===== src/rtl/dmac_pkg.sv =====
package dmac_pkg;

    typedef enum logic [1:0] {
        ST_IDLE,
        ST_FETCH,
        ST_READ,
        ST_WRITE
    } dmac_state_e;

    localparam int unsigned DESC_FETCH_WORDS = 6;
    localparam int unsigned WIDX_W           = 3;
    localparam int unsigned REQ_SEL_W        = 5;
    localparam int unsigned ERR_BITS         = 3;

    // register offsets
    localparam logic [7:0] REG_CS     = 8'h00;
    localparam logic [7:0] REG_CBADDR = 8'h04;
    localparam logic [7:0] REG_INFO   = 8'h08;
    localparam logic [7:0] REG_SRC    = 8'h0C;
    localparam logic [7:0] REG_DST    = 8'h10;
    localparam logic [7:0] REG_LEN    = 8'h14;
    localparam logic [7:0] REG_STRIDE = 8'h18;
    localparam logic [7:0] REG_NEXT   = 8'h1C;
    localparam logic [7:0] REG_ERRLOG = 8'h20;

    // control/status bits
    localparam int unsigned CS_RUN     = 0;
    localparam int unsigned CS_DONE    = 1;
    localparam int unsigned CS_IFLAG   = 2;
    localparam int unsigned CS_REQLVL  = 3;
    localparam int unsigned CS_PAUSED  = 4;
    localparam int unsigned CS_HELD    = 5;
    localparam int unsigned CS_WAITING = 6;
    localparam int unsigned CS_ERR     = 8;
    localparam int unsigned CS_KEEP_LO = 28;
    localparam int unsigned CS_KEEP_HI = 29;
    localparam int unsigned CS_SKIP    = 30;
    localparam int unsigned CS_CLEAR   = 31;

    // info word bits
    localparam int unsigned INF_IRQ_EN = 0;
    localparam int unsigned INF_DINC   = 4;
    localparam int unsigned INF_DPACE  = 6;
    localparam int unsigned INF_SINC   = 8;
    localparam int unsigned INF_SPACE  = 10;
    localparam int unsigned INF_SEL_LO = 16;

    // error log bits
    localparam int unsigned ERR_RD    = 0;
    localparam int unsigned ERR_WR    = 1;
    localparam int unsigned ERR_FETCH = 2;

    typedef struct packed {
        dmac_state_e        st;
        logic               run;
        logic               done_f;
        logic               irq_f;
        logic               skip_pend;
        logic               req;
        logic               we;
        logic [WIDX_W-1:0]  widx;
        logic [1:0]         keep;
        logic [31:0]        cbaddr;
        logic [31:0]        info;
        logic [31:0]        src;
        logic [31:0]        dst;
        logic [31:0]        len;
        logic [31:0]        stride;
        logic [31:0]        nxt;
        logic [31:0]        addr;
        logic [31:0]        wdata;
        logic [31:0]        data;
    } eng_state_t;

endpackage


===== src/rtl/dmac_pace.sv =====
module dmac_pace #(
    parameter int unsigned NUM_REQ = 32,
    parameter int unsigned SEL_W   = 5
) (
    input  logic [NUM_REQ-1:0] req,
    input  logic [SEL_W-1:0]   sel,
    input  logic               paced,
    output logic               go,
    output logic               level
);
    always_comb begin
        level = 1'b0;
        for (int i = 0; i < NUM_REQ; i++) begin
            if (sel == SEL_W'(i)) level = req[i];
        end
        go = !paced || (sel == '0) || level;
    end
endmodule


===== src/rtl/dmac_err_log.sv =====
module dmac_err_log #(
    parameter int unsigned N = 3
) (
    input  logic         clk,
    input  logic         rst_n,
    input  logic [N-1:0] set_i,
    input  logic [N-1:0] clr_i,
    input  logic         clr_all_i,
    output logic [N-1:0] flags_o
);
    logic [N-1:0] flags_d, flags_q;

    always_comb begin
        flags_d = (flags_q & ~clr_i) | set_i;
        if (clr_all_i) flags_d = '0;
    end

    always_ff @(posedge clk or negedge rst_n) begin
        if (!rst_n) flags_q <= '0;
        else        flags_q <= flags_d;
    end

    assign flags_o = flags_q;

    for (genvar g = 0; g < N; g++) begin : g_sticky
        assert_sticky_R11: assert property (@(posedge clk) disable iff (!rst_n)
            ($past(flags_q[g]) && !$past(clr_i[g]) && !$past(clr_all_i)) |-> flags_q[g]);
    end
endmodule


===== src/rtl/dmac_engine.sv =====
module dmac_engine
    import dmac_pkg::*;
(
    input  logic                clk,
    input  logic                rst_n,
    input  logic                cs_wen,
    input  logic                cb_wen,
    input  logic [31:0]         wdata,
    input  logic                src_go,
    input  logic                dst_go,
    output logic                mem_req,
    output logic                mem_we,
    output logic [31:0]         mem_addr,
    output logic [31:0]         mem_wdata,
    input  logic                mem_ack,
    input  logic                mem_err,
    input  logic [31:0]         mem_rdata,
    output logic [ERR_BITS-1:0] err_set,
    output logic                soft_clr,
    output logic                run,
    output logic                done_f,
    output logic                irq_f,
    output logic                paused,
    output logic                held,
    output logic                waiting,
    output logic [1:0]          keep,
    output logic [31:0]         cbaddr,
    output logic [31:0]         info,
    output logic [31:0]         src,
    output logic [31:0]         dst,
    output logic [31:0]         len,
    output logic [31:0]         stride,
    output logic [31:0]         nxt
);
    localparam logic [WIDX_W-1:0] LAST_WIDX = WIDX_W'(DESC_FETCH_WORDS - 1);

    eng_state_t d, q;
    logic       finish, chain;
    logic       unused_bits;

    assign unused_bits = ^wdata[4:3];
    assign soft_clr    = cs_wen && wdata[CS_CLEAR];

    always_comb begin
        d       = q;
        err_set = '0;
        finish  = 1'b0;
        chain   = 1'b0;

        if (cs_wen) begin
            if (wdata[CS_DONE])  d.done_f = 1'b0;
            if (wdata[CS_IFLAG]) d.irq_f  = 1'b0;
            d.keep = wdata[CS_KEEP_HI:CS_KEEP_LO];
            if (wdata[CS_SKIP] && q.st != ST_IDLE) d.skip_pend = 1'b1;
            if (q.st == ST_IDLE) begin
                d.run = wdata[CS_RUN] && (q.cbaddr != '0);
                if (d.run) begin
                    d.st   = ST_FETCH;
                    d.widx = '0;
                end
            end else begin
                d.run = wdata[CS_RUN];
            end
        end

        if (cb_wen && q.st == ST_IDLE) d.cbaddr = {wdata[31:5], 5'd0};

        if (q.req) begin
            if (mem_ack) begin
                d.req = 1'b0;
                if (mem_err) begin
                    case (q.st)
                        ST_FETCH: err_set[ERR_FETCH] = 1'b1;
                        ST_READ:  err_set[ERR_RD]    = 1'b1;
                        ST_WRITE: err_set[ERR_WR]    = 1'b1;
                        default:  ;
                    endcase
                    d.st        = ST_IDLE;
                    d.run       = 1'b0;
                    d.skip_pend = 1'b0;
                end else begin
                    case (q.st)
                        ST_FETCH: begin
                            case (q.widx)
                                3'd0: d.info   = mem_rdata;
                                3'd1: d.src    = mem_rdata;
                                3'd2: d.dst    = mem_rdata;
                                3'd3: d.len    = {mem_rdata[31:2], 2'b00};
                                3'd4: d.stride = mem_rdata;
                                3'd5: d.nxt    = {mem_rdata[31:5], 5'd0};
                                default: ;
                            endcase
                            if (q.widx == LAST_WIDX) begin
                                if (q.len == '0) finish = 1'b1;
                                else             d.st   = ST_READ;
                            end else begin
                                d.widx = q.widx + 1'b1;
                            end
                        end
                        ST_READ: begin
                            d.data = mem_rdata;
                            d.st   = ST_WRITE;
                        end
                        ST_WRITE: begin
                            if (q.info[INF_SINC]) d.src = q.src + 32'd4;
                            if (q.info[INF_DINC]) d.dst = q.dst + 32'd4;
                            d.len = q.len - 32'd4;
                            if (q.len == 32'd4) finish = 1'b1;
                            else                d.st   = ST_READ;
                        end
                        default: ;
                    endcase
                end
            end
        end else if (q.st != ST_IDLE) begin
            if (q.skip_pend && q.st != ST_FETCH) begin
                chain = 1'b1;
            end else if (q.run) begin
                case (q.st)
                    ST_FETCH: begin
                        d.req  = 1'b1;
                        d.we   = 1'b0;
                        d.addr = q.cbaddr + {27'd0, q.widx, 2'b00};
                    end
                    ST_READ: if (src_go) begin
                        d.req  = 1'b1;
                        d.we   = 1'b0;
                        d.addr = q.src;
                    end
                    ST_WRITE: if (dst_go) begin
                        d.req   = 1'b1;
                        d.we    = 1'b1;
                        d.addr  = q.dst;
                        d.wdata = q.data;
                    end
                    default: ;
                endcase
            end
        end

        if (finish) begin
            d.done_f = 1'b1;
            if (d.info[INF_IRQ_EN]) d.irq_f = 1'b1;
            chain = 1'b1;
        end

        if (chain) begin
            d.skip_pend = 1'b0;
            d.widx      = '0;
            if (d.nxt == '0) begin
                d.st     = ST_IDLE;
                d.run    = 1'b0;
                d.cbaddr = '0;
            end else begin
                d.cbaddr = d.nxt;
                d.st     = ST_FETCH;
            end
        end

        if (soft_clr) d = '0;
    end

    always_ff @(posedge clk or negedge rst_n) begin
        if (!rst_n) q <= '0;
        else        q <= d;
    end

    assign mem_req   = q.req;
    assign mem_we    = q.we;
    assign mem_addr  = q.addr;
    assign mem_wdata = q.wdata;
    assign run       = q.run;
    assign done_f    = q.done_f;
    assign irq_f     = q.irq_f;
    assign keep      = q.keep;
    assign cbaddr    = q.cbaddr;
    assign info      = q.info;
    assign src       = q.src;
    assign dst       = q.dst;
    assign len       = q.len;
    assign stride    = q.stride;
    assign nxt       = q.nxt;
    assign waiting   = q.req;
    assign paused    = !q.run && (q.st != ST_IDLE) && !q.req;
    assign held      = q.run && !q.req &&
                       ((q.st == ST_READ && !src_go) || (q.st == ST_WRITE && !dst_go));

    assert_idle_quiet_R1: assert property (@(posedge clk) disable iff (!rst_n)
        (q.st == ST_IDLE) |-> !q.req);

    assert_req_hold_R2: assert property (@(posedge clk) disable iff (!rst_n)
        (q.req && !mem_ack && !soft_clr) |=> (q.req && $stable(q.addr) && $stable(q.we)));

    assert_len_live_R3: assert property (@(posedge clk) disable iff (!rst_n)
        (q.st == ST_WRITE) |-> (q.len != '0));

    assert_paced_read_R7: assert property (@(posedge clk) disable iff (!rst_n)
        ($rose(q.req) && !q.we && q.st == ST_READ) |-> $past(src_go));

    assert_paced_write_R7: assert property (@(posedge clk) disable iff (!rst_n)
        ($rose(q.req) && q.we) |-> $past(dst_go));

    assert_no_issue_paused_R9: assert property (@(posedge clk) disable iff (!rst_n)
        $rose(q.req) |-> $past(q.run));
endmodule


===== src/rtl/desc_dma_channel.sv =====
module desc_dma_channel
    import dmac_pkg::*;
#(
    parameter int unsigned NUM_REQ = 32
) (
    input  logic               clk,
    input  logic               rst_n,
    input  logic [7:0]         reg_addr,
    input  logic               reg_wen,
    input  logic [31:0]        reg_wdata,
    output logic [31:0]        reg_rdata,
    output logic               mem_req,
    output logic               mem_we,
    output logic [31:0]        mem_addr,
    output logic [31:0]        mem_wdata,
    input  logic               mem_ack,
    input  logic               mem_err,
    input  logic [31:0]        mem_rdata,
    input  logic [NUM_REQ-1:0] dreq,
    output logic               irq
);
    localparam int unsigned NUM_SIDES = 2;

    logic                cs_wen, cb_wen, log_wen;
    logic [ERR_BITS-1:0] err_set, err_flags, err_clr;
    logic                soft_clr;
    logic                run, done_f, irq_f, paused, held, waiting;
    logic [1:0]          keep;
    logic [31:0]         cbaddr, info, src, dst, len, stride, nxt;
    logic [NUM_SIDES-1:0] side_go, side_lvl;
    logic                unused_lvl;
    logic [31:0]         cs_word;

    assign cs_wen  = reg_wen && (reg_addr == REG_CS);
    assign cb_wen  = reg_wen && (reg_addr == REG_CBADDR);
    assign log_wen = reg_wen && (reg_addr == REG_ERRLOG);
    assign err_clr = log_wen ? reg_wdata[ERR_BITS-1:0] : '0;

    for (genvar s = 0; s < NUM_SIDES; s++) begin : g_side
        localparam int unsigned PACE_BIT = (s == 0) ? INF_SPACE : INF_DPACE;
        dmac_pace #(.NUM_REQ(NUM_REQ), .SEL_W(REQ_SEL_W)) i_pace (
            .req   (dreq),
            .sel   (info[INF_SEL_LO +: REQ_SEL_W]),
            .paced (info[PACE_BIT]),
            .go    (side_go[s]),
            .level (side_lvl[s])
        );
    end
    assign unused_lvl = side_lvl[1];

    dmac_engine i_engine (
        .clk       (clk),
        .rst_n     (rst_n),
        .cs_wen    (cs_wen),
        .cb_wen    (cb_wen),
        .wdata     (reg_wdata),
        .src_go    (side_go[0]),
        .dst_go    (side_go[1]),
        .mem_req   (mem_req),
        .mem_we    (mem_we),
        .mem_addr  (mem_addr),
        .mem_wdata (mem_wdata),
        .mem_ack   (mem_ack),
        .mem_err   (mem_err),
        .mem_rdata (mem_rdata),
        .err_set   (err_set),
        .soft_clr  (soft_clr),
        .run       (run),
        .done_f    (done_f),
        .irq_f     (irq_f),
        .paused    (paused),
        .held      (held),
        .waiting   (waiting),
        .keep      (keep),
        .cbaddr    (cbaddr),
        .info      (info),
        .src       (src),
        .dst       (dst),
        .len       (len),
        .stride    (stride),
        .nxt       (nxt)
    );

    dmac_err_log #(.N(ERR_BITS)) i_err_log (
        .clk       (clk),
        .rst_n     (rst_n),
        .set_i     (err_set),
        .clr_i     (err_clr),
        .clr_all_i (soft_clr),
        .flags_o   (err_flags)
    );

    always_comb begin
        cs_word                        = '0;
        cs_word[CS_RUN]                = run;
        cs_word[CS_DONE]               = done_f;
        cs_word[CS_IFLAG]              = irq_f;
        cs_word[CS_REQLVL]             = side_lvl[0];
        cs_word[CS_PAUSED]             = paused;
        cs_word[CS_HELD]               = held;
        cs_word[CS_WAITING]            = waiting;
        cs_word[CS_ERR]                = |err_flags;
        cs_word[CS_KEEP_HI:CS_KEEP_LO] = keep;
    end

    always_comb begin
        case (reg_addr)
            REG_CS:     reg_rdata = cs_word;
            REG_CBADDR: reg_rdata = cbaddr;
            REG_INFO:   reg_rdata = info;
            REG_SRC:    reg_rdata = src;
            REG_DST:    reg_rdata = dst;
            REG_LEN:    reg_rdata = len;
            REG_STRIDE: reg_rdata = stride;
            REG_NEXT:   reg_rdata = nxt;
            REG_ERRLOG: reg_rdata = {{(32-ERR_BITS){1'b0}}, err_flags};
            default:    reg_rdata = '0;
        endcase
    end

    assign irq = irq_f || (|err_flags);

    assert_irq_follows_err_R11: assert property (@(posedge clk) disable iff (!rst_n)
        (|err_set) |=> irq);
endmodule


===== config.mk =====
export PLATFORM = sky130hd
export DESIGN_NAME = desc_dma_channel
export DESIGN_NICKNAME = d
export VERILOG_FILES = /design/src/rtl/dmac_pkg.sv /design/src/rtl/dmac_pace.sv /design/src/rtl/dmac_err_log.sv /design/src/rtl/dmac_engine.sv /design/src/rtl/desc_dma_channel.sv
export SDC_FILE = /design/constraint.sdc
export NUM_CORES = 1
export LEC_CHECK = 0
export BUFFER_PORTS_ARGS = -buffer_cell sky130_fd_sc_hd__buf_2
export CAP_MARGIN = 20
export CORE_ASPECT_RATIO = 1.25
export CORE_MARGIN = 10
export CORE_UTILIZATION = 50
export CTS_CLUSTER_DIAMETER = 150
export DETAILED_ROUTE_END_ITERATION = 6
export PLACE_DENSITY_LB_ADDON = 0.25
export SYNTH_ARGS = -nofsm -noshare
export SYNTH_HDL_FRONTEND = slang
export SYNTH_SLANG_ARGS = --single-unit

===== constraint.sdc =====
create_clock -name clk -period 2.31 [get_ports clk]
set_input_delay 0.231 -clock clk [delete_from_list [all_inputs] [get_ports clk]]
set_output_delay 0.231 -clock clk [all_outputs]
set_load 0.01 [all_outputs]

**Yosys cells after proc, flatten, opt, wreduce, memory -nomap -nowiden**

Index checks and enable logic that the tools add are counted.
W data, S select, Z words.

- Bits in registers: 336
- Bits of input ports: 109
- Output and inout bits: 99
- Word-level logic and storage cells: 271

- Add/subtract/negate cells: 5
- Equality and inequality tests: 59
- Multiplexer cells: 123
- Bitwise operators: 3
- Reduce and logical (&&, ||, !) cells: 60

Operators with widths:

| cell | count |
|---|---|
| $mux W192 | 3 |
| $mux W32 | 18 |
| $mux W64 | 6 |
| $mux W333 | 1 |
| $pmux W32 S9 | 1 |
| $pmux W96 S2 | 1 |
| $pmux W32 S3 | 1 |
| $eq A5 B5 Y1 const B | 16 |
| $add A32 B3 Y32 const B | 2 |
| $logic_not A32 Y1 | 2 |
| $mux W1 | 58 |
| $mux W3 | 16 |
| $eq A5 B4 Y1 const B | 8 |
| $add A32 B5 Y32 | 1 |
| $eq A32 B3 Y1 const B | 1 |
| $eq A8 B5 Y1 const B | 4 |
| $reduce_bool A32 Y1 | 1 |
| $sub A32 B3 Y32 const B | 1 |
| $mux W2 | 13 |
| $reduce_bool A2 Y1 | 12 |
| $eq A5 B3 Y1 const B | 4 |
| $reduce_and A6 Y1 | 3 |
| $eq A8 B4 Y1 const B | 2 |
| $reduce_and A5 Y1 | 3 |
| 33 further kinds | 72 |

**Longest topological paths before layout**

Gate-level depths: netlist of the first run.

- Depth in word-level cells: 41
- Depth in mapped cells: 12
- Gate-level depth less buffers: 10

**By module**

Synthesis of the first run repeated with hierarchy kept, for this count alone.

- Cells, all modules: 2664
- Area, all modules: 22653.0 um^2

By module, submodules not included:

| module | instances | cells each | area an instance (um^2) | seq. area each (um^2) |
|---|---|---|---|---|
| dmac_engine | 1 | 2204 | 19184.6 | 8282.9 |
| desc_dma_channel | 1 | 268 | 2112.0 | 0.0 |
| dmac_pace | 2 | 90 | 618.1 | 0.0 |
| dmac_err_log | 1 | 12 | 120.1 | 75.1 |

**Least setup slack after synthesis of the first run**

Ideal clock, no wire load.

- Path kind: register to register
- From: register i_engine.q (netlist bit i_engine.info[16])
- To: register i_engine.q (netlist bit i_engine.mem_wdata[10])
- Setup time: 0.124 ns
- Arrival: 2.419 ns
- Required time: 2.186 ns
- Slack: -0.233 ns
- Cell stages (with the launch flop): 12
- Buffers on the path: 3
- Clock period less this slack: 2.543 ns
- Path through: dfrtp_1 buf_2 nor3b_2 a32oi_1 a31o_1 a211o_1 a211oi_2 o31ai_1 a2111o_1 buf_6 buf_6 mux2i_1

- Word-level cells in the longest chain between the ends: 36
- Elaborated cells between the ends (all ways): 68
- Those cells by class: eq/ne: 31; mux: 32; reduce/logical: 5

Ends and longest elaborated chain:

| item | RTL line | RTL |
|---|---|---|
| start: declaration | dmac_engine.sv:37 | `eng_state_t d, q;` |
| start signal: assignment | dmac_engine.sv:164 | `if (!rst_n) q <= '0;` |
| start signal: assignment | dmac_engine.sv:165 | `else q <= d;` |
| $logic_not A5 Y1 | dmac_pace.sv:14, dmac_pace.sv:16 |  |
| $mux W1 (32 in series) | dmac_pace.sv:14 | `if (sel == SEL_W'(i)) level = req[i];` |
| $logic_or A1 B1 Y1 * | dmac_pace.sv:16 | `go = !paced \|\| (sel == '0) \|\| level;` |
| $reduce_bool A2 Y1 (no source line) * | - |  |
| $reduce_and A6 Y1 (no source line) * | - |  |

Mark *: on every way between the ends. The rest lies on a longest branch, timed or not.
A chain may end at the register's enable or synchronous reset.

**Final worst setup path of the first run**

- From: register i_engine.q (netlist bit i_engine.info[16])
- To: output reg_rdata[3]

- Word-level cells in the longest chain between the ends: 34
- Elaborated cells between the ends (all ways): 65
- Those cells by class: eq/ne: 31; mux: 33; reduce/logical: 1

Ends and longest elaborated chain:

| item | RTL line | RTL |
|---|---|---|
| $logic_not A5 Y1 | dmac_pace.sv:14 |  |
| $mux W1 (31 in series) | dmac_pace.sv:14 |  |
| $mux W1 * | dmac_pace.sv:14 |  |
| $pmux W32 S9 * | desc_dma_channel.sv:107 | `case (reg_addr)` |
| end: declaration | desc_dma_channel.sv:11 | `output logic [31:0] reg_rdata,` |

Marks and branches as above.

==> results of run 1 <==
==> logic make-up (layout without fill, tap and decap cells) <==
logic type	after synthesis	in the layout	synth area share
other cells	0	2	0
buf+inv	276	722	0.06800
simple gates	898	899	0.2031
compound gates	681	681	0.2166
fa+ha+maj	14	14	0.009244
mux	133	133	0.06768
xor+xnor	28	28	0.01241
flops	334	334	0.4229
==> worst paths after layout <==
check / slack, ns / to / start
max: -0.99 / reg_rdata[3] / i_engine.info[16]$_DFFE_PN0P_
min: 0.02 / i_engine.cbaddr[21]$_DFFE_PN0P_ / reg_wdata[21]
max reg2reg: -0.87 / i_engine.mem_wdata[15]$_DFFE_PN0P_ / i_engine.info[16]$_DFFE_PN0P_
min reg2reg: 0.51 / i_engine.dst[31]$_DFFE_PN0P_ / i_engine.dst[31]$_DFFE_PN0P_
max in group asynchronous: 1.33 / i_engine.q[332]$_DFF_PN0_ / rst_n
min in group asynchronous: 0.19 / i_engine.dst[13]$_DFFE_PN0P_ / rst_n
==> routing by layer <==
metal | vias up | wire [um] | global-route usage
met3 | 292 | 10740 | 0.09561
met4 | 0 | 6423 | 0.2281
met2 | 1407 | 41440 | 0.5696
met5 | - | 0 | 0
met1 | 10580 | 35650 | 0.4941
li1 | 9290 | - | -
==> layout make-up <==
cell class | instances | area [um2] | share of cell area
repair buffers | 632 | 4908 | 0.1896
clock buffers | 56 | 1132 | 0.04374
well taps | 498 | 623.1 | 0.02407
clock inverters | 9 | 148.9 | 0.005751
inverters | 25 | 93.84 | 0.003625
multi-input cells | 1755 | 10620 | 0.4100
flip-flops and latches | 334 | 8363 | 0.3230
diodes | 2 | 5.005 | 0.0001933
==> worst reg2reg max path, delay by kind of cell, from the launching register on <==
family	cells	cell delay [ns]
simple gates	1	0.19
mux	1	0.19
flops	1	0.42
buf+inv	5	0.77
compound gates	6	1.51
==> synthesized netlist by cell type (4+ instances only) <==
master    number
and3_1        36
nor3b_1        6
nand3b_1       6
o22ai_1        4
and2_1         5
nor2_1       138
ha_1          13
a222oi_1      25
mux2i_1      128
or2_2          7
xor2_1        14
inv_1         25
nand4_1       22
o22a_1         5
or3_1          8
clkbuf_1     143
buf_4         68
o21a_1         4
nor2b_1       10
a22o_1        23
o21ai_0      171
o221ai_1      10
a21o_1         5
buf_2         15
dfrtp_1      334
xnor2_1       14
nand2b_1      14
nor3_1        43
a31oi_1       11
and4_1         5
nand3_1       77
nand4b_1       4
o31ai_1        9
o21ai_1       10
nand2_1      476
a22oi_1       75
buf_1         18
buf_6          4
nor4_1        30
o211ai_1      65
a21oi_1      216
a31o_2         4
a221oi_1       8
mux2_2         5
==> cells in the final DEF, fill, tap and decap left out, types with 15 or more instances in the layout <==
cell type and instances:
nand2_1 469, buf_4 354, dfrtp_1 330, a21oi_1 215, buf_2 202, o21ai_0 156
mux2i_1 124, nor2_1 120, a22oi_1 73, nand3_1 69, o211ai_1 65, clkbuf_16 44
buf_12 39, and3_1 32, nor3_1 30, nor4_1 27, a222oi_1 25, inv_1 25
a22o_1 23, nand4_1 22, o21ai_1 18, buf_6 15
==> power breakdown <==
part	switching (mW)	leakage (nW)	internal, mW
combinational	0.621	6.87	0.365
sequential	0.103	4.63	5.92
clock	2.56	0.629	3.83
total	3.28	12.1	10.1
==> state kept, by name (all words and copies together) (netlist names), 2 cells and up <==
register            count
i_engine.keep           2
i_engine.mem_addr      32
i_engine.cbaddr        32
i_engine.q             38
i_engine.dst           32
i_engine.mem_wdata     32
i_engine.stride        32
i_engine.nxt           32
i_engine.len           30
i_err_log.flags_o       3
i_engine.info          32
i_engine.src           32
==> what timing repair did <==
action,in CTS,in global routing
pin swaps,27,52
cloned,5,1
gates resized for setup,56,79
endpoints found under the setup margin,132,156
hold endpoints to repair,157,0
buffers inserted,27,15
hold buffers,14,0
==> results.json, run 1 <==
{
  "synth_top_cell_area_share": 0.4229,
  "dpl.hpwl_um": 69040,
  "synth-seq-area-share": 0.4229,
  "ir_drop_v": 0.0006152,
  "violations": "DRC, setup timing",
  "required_ns": 2.08,
  "holdWs_ns": 0.02288,
  "cts_tree": "built",
  "cpPeakStageDelay_ns": 0.42,
  "dp_slack_ns": -0.8480,
  "slew_violations": 0,
  "setup_viol": 71,
  "crit_slowest_cell": "dfrtp_1",
  "fp.dieArea_um2": 47920,
  "drv_cap": 0,
  "power_density_nw_per_um2": 517.6,
  "drc": 17,
  "endpoint_kind": "primary output",
  "synthDistinctLibCells": 74,
  "period_needed_ns": 3.296,
  "setup.worst_path.class": "flip-flop to primary output",
  "ios": 208,
  "path_buf_inv": 5,
  "syn_avg_cell_area_um2": 8.359,
  "yosys_register_bits": 334,
  "drive_gt1_frac": 0.2810,
  "grt_start_max_net_pins": 97,
  "slew-limit-headroom": 0.2672,
  "grt_pass1_wl_um": 137200,
  "drt_iter0_markers": 2814,
  "hold_depth": 3,
  "cp_num_cells": 12,
  "root_buffer": "clkbuf_16",
  "drt-pass1-iter-count": 7,
  "yosysWarnings": 0,
  "cts_max_path_buffers": 3,
  "worst-r2r-cell-count": 13,
  "worst_pin_slew_ns": 1.088,
  "stdcell_count": 3311,
  "grt_overflow": 0,
  "skew_ns": 0.01288,
  "fin_crit_sh": 1.427,
  "wl_um": 94260,
  "yosys.area.top_type": "dfrtp_1",
  "outcome": "complete, but fails checks",
  "p_leak_nw": 12.13,
  "utilization": 0.6618,
  "synth_nets": 2487,
  "fmax_mhz": 303.4,
  "core.rowCount": 81,
  "die_x_um": 197.8,
  "core_um2": 39120,
  "grt_pass1_vias": 20480,
  "synthTopCellsByArea": "dfrtp_1, nand2_1, mux2i_1",
  "h-tree-depth": 2,
  "fp.dieH_um": 242.3,
  "area_growth_pct": 31.01,
  "synth_edf_count": 0,
  "stdcell_area_um2": 25890,
  "nets": 2909,
  "rsz0062_at_grt": "true",
  "async_reset_ff_frac": 1.000,
  "fill_cells": 3238,
  "post-place-cells": 3190,
  "avgRoutedWirePerCell_um": 28.47,
  "antenna_found_initial": 1,
  "io_buffers": 205,
  "syn_area_um2": 19760,
  "clkSinkCount": 334,
  "numCtsBuffers": 38,
  "power_mw": 13.40,
  "vias_per_cell": 6.515,
  "place_area_um2": 23490,
  "ys.flop_type": "dfrtp_1",
  "hold_violations": 0,
  "cp_max_fo": 5,
  "grt_usage": 0.3832,
  "crit_chain": "buf_12 -> buf_12 -> nor3b_4 -> a32oi_1 -> a31o_1 -> a211o_1 -> a211oi_4 -> buf_6 -> buf_6 -> o211ai_1 -> nand4_1 -> buf_2",
  "critPathTopFamily": "compound AO/OA/AOI/OAI gates",
  "final_antenna_net_count": 0,
  "clk_pin_slew_ns": 0.07,
  "start_util": 0.5051,
  "min_path_type": "primary input to flip-flop",
  "via_count": 21570,
  "layout_setup_ws_ns": -0.9857,
  "insertion_delay_ns": 0.57,
  "startpoint_type": "flip-flop",
  "gp_congestion": 1.067,
  "tns_ns": -47.09,
  "syn_inst": 2364,
  "worst-endpoint-arrival_ns": 3.06
}
No activity file was read; power rests on OpenSTA's default activity.
==> run 2, diff against run 1 <==
- BUFFER_PORTS_ARGS: -buffer_cell sky130_fd_sc_hd__buf_2 -> -buffer_cell sky130_fd_sc_hd__buf_4
==> run 2 against run 1 <==
Net effect: critical path type unchanged; hold slack got worse by 0.021 ns; first-iteration DRC count fell by 0.68%; register-to-register slack barely moved; via count rose by 0.60%; critical path depth did not move; largest cell class unchanged; worst setup slack improved by 0.053 ns; wire length rose by 1.5%; the flow finishes with violations (setup timing); clock power fell by 0.6%; clock skew rose by 0.031 ns.
==> results.json, run 2 (synthesis gave the netlist of run 1 again) <==
{
  "slew_violations": 0,
  "endpoint_kind": "primary output",
  "outcome": "complete, but fails checks",
  "avgRoutedWirePerCell_um": 28.93,
  "startpoint_type": "flip-flop",
  "rrSetupSlack_ns": -0.86,
  "min_path_type": "primary input to flip-flop",
  "start_util": 0.5051,
  "grt_pass1_vias": 20630,
  "period_needed_ns": 3.243,
  "setup.worst_path.class": "flip-flop to primary output",
  "grt_usage": 0.3832,
  "skew_ns": 0.04418,
  "io_buffers": 205,
  "drive_gt1_frac": 0.2822,
  "stdcell_area_um2": 26350,
  "p_leak_nw": 12.16,
  "die_x_um": 197.8,
  "cts_tree": "built",
  "slew-limit-headroom": 0.4355,
  "place_area_um2": 23920,
  "drc": 0,
  "root_buffer": "clkbuf_16",
  "largest_reg_flops": 38,
  "h-tree-depth": 2,
  "fin_crit_sh": 1.404,
  "cp_max_fo": 6,
  "area_growth_pct": 33.33,
  "layout_setup_ws_ns": -0.9331,
  "via_count": 21700,
  "r2r_start": "i_engine.info[17]$_DFFE_PN0P_",
  "grt_overflow": 0,
  "vias_per_cell": 6.564,
  "worst-endpoint-arrival_ns": 3.01,
  "holdWs_ns": 0.001882,
  "cts_max_path_buffers": 3,
  "core.rowCount": 81,
  "required_ns": 2.08,
  "fp.dieH_um": 242.3,
  "grt_start_max_net_pins": 87,
  "rsz0062_at_grt": "true",
  "hold_depth": 3,
  "numCtsBuffers": 37,
  "power_mw": 13.40,
  "final_common_cell": "buf_4",
  "largest-register": "i_engine.q",
  "regToRegEndpoint": "i_engine.mem_wdata[3]$_DFFE_PN0P_",
  "hold_end": "i_engine.cbaddr[7]$_DFFE_PN0P_",
  "violations": "setup timing",
  "antenna_found_initial": 4,
  "utilization": 0.6735,
  "insertion_delay_ns": 0.56,
  "drt-pass1-iter-count": 7,
  "drt_iter0_markers": 2795,
  "worst-r2r-cell-count": 13,
  "wl_um": 95650,
  "power_density_nw_per_um2": 508.5,
  "fp.dieArea_um2": 47920,
  "clk_pin_slew_ns": 0.06,
  "final_antenna_net_count": 0,
  "hold_start": "reg_wdata[7]",
  "worst_pin_slew_ns": 0.8467,
  "drv_cap": 0,
  "fmax_mhz": 308.4,
  "ios": 208,
  "ir_drop_v": 0.0006554,
  "setup_viol": 75,
  "grt_pass1_wl_um": 137300,
  "clkSinkCount": 334,
  "core_um2": 39120,
  "hold_violations": 0,
  "dpl.hpwl_um": 68920,
  "nets": 2903,
  "gp_congestion": 1.082,
  "final_cell_mix": "buf_4, nand2_1, dfrtp_1"
}
-- run 2: worst max-delay path, cell delays in order (launching register included) --
cell	delay [ns]
dfrtp_2	0.43
buf_12	0.14
buf_4	0.15
buf_6	0.13
o21ai_2	0.12
nand3_2	0.09
a221oi_2	0.32
buf_4	0.18
a211oi_4	0.04
buf_4	0.15
o211ai_1	0.28
nand4_1	0.23
buf_4	0.21
-- run 2: per-stage QoR --
stage	cells	setup slack [ns]	TNS, ns
5_1_grt	3305	-1.022	-52.37
4_1_cts	3269	-0.9575	-47.40
6_report	3306	-0.9331	-43.80
2_1_floorplan	2364	-0.2077	-7.487
3_5_place_dp	3181	-0.8979	-62.06
3_3_place_gp	3181	-0.8295	-60.87
-- run 2: how the worst max path moves through the flow --
stage	cells past startpoint	slack [ns]	endpoint	from
floorplan	11	-0.21	i_engine.mem_wdata[10]$_DFFE_PN0P_	i_engine.info[17]$_DFFE_PN0P_
global placement	12	-0.83	i_engine.mem_addr[12]$_DFFE_PN0P_	i_engine.info[17]$_DFFE_PN0P_
detailed placement	10	-0.90	i_engine.mem_addr[7]$_DFFE_PN0P_	i_engine.info[16]$_DFFE_PN0P_
CTS	12	-0.96	reg_rdata[3]	i_engine.info[17]$_DFFE_PN0P_
global route	12	-1.02	reg_rdata[3]	i_engine.info[17]$_DFFE_PN0P_
finish	12	-0.93	reg_rdata[3]	i_engine.info[17]$_DFFE_PN0P_
-- run 2: where the power goes --
part / leakage (nW) / total, mW / switching (mW) / internal (mW)
clock: 0.615 / 6.35 / 2.62 / 3.73
combinational: 6.92 / 1.03 / 0.629 / 0.401
sequential: 4.62 / 6.02 / 0.0988 / 5.92
total: 12.2 / 13.4 / 3.35 / 10.0
-- run 2: final cells by class --
cell class | count | area (um2)
fill | 3210 | 12770
multi-input combinational | 1755 | 10580
sequential | 334 | 8368
timing repair buffer | 627 | 5404
clock buffer | 50 | 1077
tap | 498 | 623.1
clock inverter | 16 | 196.4
inverter | 25 | 93.84
antenna | 1 | 2.502
-- run 2: metal layers --
| layer | up-vias | global-route usage | part of all wire |
|---|---|---|---|
| li1 | 9279 | - | - |
| met1 | 10510 | 0.4909 | 0.36 |
| met2 | 1535 | 0.5735 | 0.43 |
| met3 | 375 | 0.09436 | 0.13 |
| met4 | 4 | 0.2299 | 0.078 |
| met5 | - | 0 | 0.00023 |
-- run 2: timing repair --
action,in CTS,in global routing
gates cloned,4,5
resized for setup,63,82
pin swaps,20,44
endpoints found under the setup margin,117,129
endpoints found under the hold margin,350,0
setup buffers,8,40
hold buffers,10,0
